## config.mk

```make
export PLATFORM = sky130hd
export DESIGN_NAME = mux_bus_master
export DESIGN_NICKNAME = d
export VERILOG_FILES = /design/src/rtl/mux_bus_master.sv
export SDC_FILE = /design/constraint.sdc
export NUM_CORES = 1
export LEC_CHECK = 0
export CAP_MARGIN = 20
export CORE_ASPECT_RATIO = 1.75
export CORE_MARGIN = 1.5
export CORE_UTILIZATION = 38
export DETAILED_ROUTE_END_ITERATION = 8
export GPL_TIMING_DRIVEN = 1
export PLACE_DENSITY = 0.83
export SYNTH_ARGS = -nofsm -noshare
export SYNTH_HDL_FRONTEND = slang
export SYNTH_SLANG_ARGS = --single-unit
```

## constraint.sdc

```tcl
create_clock -name clk -period 1.45 [get_ports clk]
set_input_delay 0.2175 -clock clk [delete_from_list [all_inputs] [get_ports clk]]
set_output_delay 0.2175 -clock clk [all_outputs]
set_load 0.02 [all_outputs]
```

## src/rtl/mux_bus_master.sv

```systemverilog
module mux_bus_master #(
  parameter int AD_W = 16,
  parameter int A_PH = 2,
  parameter int B_PH = 2
) (
  input  logic            clk,
  input  logic            rst,
  input  logic            req,
  input  logic            req_we,
  input  logic [AD_W-1:0] req_addr,
  input  logic [AD_W-1:0] req_wdata,
  input  logic            req_bhe,
  output logic            req_ready,
  output logic            done,
  output logic [AD_W-1:0] rdata,
  output logic            bclk,
  output logic            cs_n,
  output logic            ale,
  output logic            rd_n,
  output logic            wr_n,
  output logic            bhe_n,
  output logic [AD_W-1:0] ad_out,
  output logic            ad_oe,
  input  logic [AD_W-1:0] ad_in
);

  localparam int HP_TOTAL = 2 * (A_PH + B_PH);
  localparam int CW = $clog2(HP_TOTAL);
  localparam logic [CW-1:0] ALE_END  = CW'(A_PH);
  localparam logic [CW-1:0] ADDR_END = CW'(2 * A_PH);
  localparam logic [CW-1:0] LAST     = CW'(HP_TOTAL - 1);
  localparam logic [CW-1:0] SAMPLE   = CW'(HP_TOTAL - 2);

  logic            busy, ph, we_q, bhe_q, done_q;
  logic [CW-1:0]   cnt;
  logic [AD_W-1:0] addr_q, wdata_q, rdata_q;

  assign req_ready = !busy && !ph && !rst;
  wire take = req && req_ready;

  always_ff @(posedge clk) begin
    if (rst) begin
      busy    <= 1'b0;
      ph      <= 1'b0;
      cnt     <= '0;
      we_q    <= 1'b0;
      bhe_q   <= 1'b0;
      done_q  <= 1'b0;
      addr_q  <= '0;
      wdata_q <= '0;
      rdata_q <= '0;
    end else begin
      ph     <= ~ph;
      done_q <= busy && (cnt == LAST);
      if (take) begin
        busy    <= 1'b1;
        cnt     <= '0;
        we_q    <= req_we;
        bhe_q   <= req_bhe;
        addr_q  <= req_addr;
        wdata_q <= req_wdata;
      end else if (busy) begin
        if (cnt == LAST) busy <= 1'b0;
        else             cnt  <= cnt + 1'b1;
      end
      if (busy && !we_q && cnt == SAMPLE) rdata_q <= ad_in;
    end
  end

  wire in_addr = busy && (cnt < ADDR_END);
  wire in_strb = busy && (cnt >= ADDR_END) && (cnt < LAST);

  assign bclk   = ph;
  assign cs_n   = !busy;
  assign ale    = busy && (cnt < ALE_END);
  assign rd_n   = !(in_strb && !we_q);
  assign wr_n   = !(in_strb && we_q);
  assign bhe_n  = !(busy && bhe_q);
  assign ad_oe  = in_addr || (busy && we_q);
  assign ad_out = !busy ? '0 : (in_addr ? addr_q : wdata_q);
  assign done   = done_q;
  assign rdata  = rdata_q;

  a_r2_addr_across_ale: assert property (@(posedge clk) disable iff (rst)
    $fell(ale) |-> (ad_oe && $stable(ad_out)));
  a_r4_bus_released: assert property (@(posedge clk) disable iff (rst)
    !rd_n |-> !ad_oe);
  a_r6_hold_after_strobe: assert property (@(posedge clk) disable iff (rst)
    ($rose(rd_n) || $rose(wr_n)) |-> (!cs_n && $stable(bhe_n) && $stable(ad_out)));
  a_r5_done_pulse: assert property (@(posedge clk) disable iff (rst)
    done |=> !done);
  a_r9_idle_gap: assert property (@(posedge clk) disable iff (rst)
    $rose(cs_n) |=> cs_n);
  a_r10_bclk_toggle: assert property (@(posedge clk) disable iff (rst)
    !rst |=> (bclk != $past(bclk)));

endmodule

```

==> results.json <==
{
  "power.static_leakage_nw": 1.50,
  "violations": "setup timing",
  "vias_per_cell": 4.96,
  "antenna_cells": 0,
  "grt_first_pass_wirelength_mm": 10.2,
  "multi_input_area_um2": 1470,
  "met1_usage_pct": 20.0,
  "grt_max_degree": 40,
  "clkSlewWorstSetupHoldPaths_ns": 0.11,
  "die-area_um2": 6510,
  "use_met3_pct": 3.80,
  "cts_buffers": 5,
  "maxSlewViolCount": 0,
  "synth-main-ff-cell": "dfxtp_1",
  "critical_path_arrival_ns": 1.36,
  "syn_nets": 344,
  "met2_usage_pct": 38.6,
  "overflow": 0,
  "async_reset_ff_share_pct": 0,
  "post-dp-hpwl_mm": 4.23,
  "start_kind": "flip-flop",
  "final_core_util_pct": 68.5,
  "htree_levels": 2,
  "timing.fmax_mhz": 633,
  "die_y_um": 106,
  "grt_util_all_layers_pct": 20.7,
  "drt_iter0_drc": 123,
  "finalCriticalPeriod_ns": 1.58,
  "avgRoutedWirePerCell_um": 15.6,
  "endpoint_kind": "primary output",
  "synthCells": 288,
  "fin_worst_skew_ns": 0.00596,
  "wirelength_mm": 7.41,
  "num-fill-cells": 433,
  "cts_hold_buf": 0,
  "io_buffers": 93,
  "outcome": "complete, but fails checks",
  "core_um2": 5830,
  "cap_viol_max_count": 0,
  "via_count": 2352,
  "final_antenna_net_count": 0,
  "cts_max_path_buffers": 2,
  "critical_path.max_fanout": 8,
  "drive_gt1_share_pct": 36.4,
  "ys_warn_count": 0,
  "synth_cell_type_count": 23,
  "pre_cts_ws_ns": -0.221,
  "placed_cell_area_um2": 3340,
  "cts.sink_count": 56,
  "busiest_layer": "met2",
  "top_level_ports": 94,
  "power_per_cell_area_nw_per_um2": 771,
  "seq_area_um2": 1130,
  "irDropWorstVdd_uv": 506,
  "slew_headroom_pct": 73.2,
  "layout_common_cells": "67 x nand2_1, 52 x dfxtp_1, 51 x clkdlybuf4s50_1",
  "worstSetupPathType": "reg2out",
  "start_util_pct": 39.2,
  "cts-root-buf": "clkbuf_8",
  "clkLatencyLatePin_ns": 0.31,
  "fin_nets": 451,
  "avgSynthCellArea_um2": 7.94,
  "stdcell_area_um2": 4000,
  "ys_ff_latch": 56,
  "min_path_type": "in2reg",
  "antenna_found_initial": 0,
  "fin_crit_sh_pct": 109,
  "final_common_cell": "nand2_1",
  "rows": 37,
  "worst_pin_slew_ns": 0.402,
  "die_w_um": 61.6,
  "required_ns": 1.23,
  "setup_viol": 51,
  "tritoncts": "done",
  "synthToLayoutAreaGrowth_pct": 74.8,
  "hold_viol": 0,
  "remaining_drc_errors": 0,
  "grt_pass1_vias": 2308,
  "first_pass_iters": 4,
  "syn_area_um2": 2290,
  "synth-edff-count": 0,
  "rsz0062_at_grt": "true",
  "synth_seq_area_share_pct": 49.0,
  "gp_congestion": 0.717,
  "setup_ws_ns": -0.130
}
metrics by stage:
step | power [mW] | cells | setup TNS (ns) | hold slack, ns
global route | 3.23 | 474 | -5.53 | 0.436
floorplan | 1.82 | 288 | 0 | 0.307
CTS | 3.03 | 470 | -3.17 | 0.433
finish | 3.08 | 474 | -3.51 | 0.437
global placement | 2.03 | 450 | -8.11 | 0.441
detailed placement | 2.04 | 450 | -9.62 | 0.447
sequential cells by signal, indices dropped and copies added (netlist names):
register,count
cnt,3
bhe_q,1
busy,1
done,1
addr_q,16
wdata_q,16
we_q,1
rdata,16
bclk,1
timing repair:
action	CTS	global route
cloned	4	1
setup endpoints to repair	91	64
buffers inserted	8	8
resized for setup	178	93
pin swaps	51	22
endpoints found under the hold margin	0	0
per-layer routing:
layer	up-vias	part of all wire [%]	wire length, um
met5	-	0	0
met4	0	3.1	229
met3	17	5.7	426
met2	78	56	4150
met1	1107	35	2600
li1	1150	-	-
cells in the mapped netlist (2+ instances only):
master,n,area [um^2]
nand2_1,100,375
dfxtp_1,56,1120
a21oi_1,51,255
nor2_1,20,75.1
mux2i_1,17,170
clkbuf_1,10,37.5
buf_2,7,35.0
buf_6,4,45.0
nor3_1,4,20.0
ha_1,3,37.5
inv_1,3,11.3
nand3_1,2,10.0
worst paths after layout:
path | startpoint | end | slack, ns | cells after the start
setup / recovery | cnt[2] | ad_out[15] | -0.13 | 5
hold / removal | ad_in[11] | rdata[11] | 0.44 | 3
setup reg to reg | busy | wdata_q[8] | -0.11 | 5
hold reg to reg | rdata[6] | rdata[6] | 0.46 | 2
cell type report:
class,instances,share of cell area [%]
repair buffers,123,29.8
flip-flops and latches,56,28.4
clock inverters,3,0.563
clock buffers,5,1.72
well taps,78,2.44
inverters,3,0.282
multi-input cells,206,36.8
worst max-delay path: stages (launching register included):
cell and delay, ns:
dfxtp_4 0.40, buf_12 0.14, buf_4 0.11, mux2i_1 0.18, nor2_1 0.05, buf_2 0.16
logic make-up after synthesis:
family                     Yosys count  share of synthesized area [%]
and+or+nand+nor                    132                           23.5
DFF                                 56                           49.0
AOI/OAI and AO/OA                   53                           11.9
buffers and inverters               26                           6.13
muxes                               17                           7.44
adders and majority gates            3                           1.64
xor gates and xnor gates             1                          0.383
where the power goes:
group	switching, mW	internal (mW)
combinational	0.255	0.304
sequential	0.0563	1.58
clock	0.537	0.348
total	0.848	2.24
Note: power is estimated with default switching activity, not from simulation.
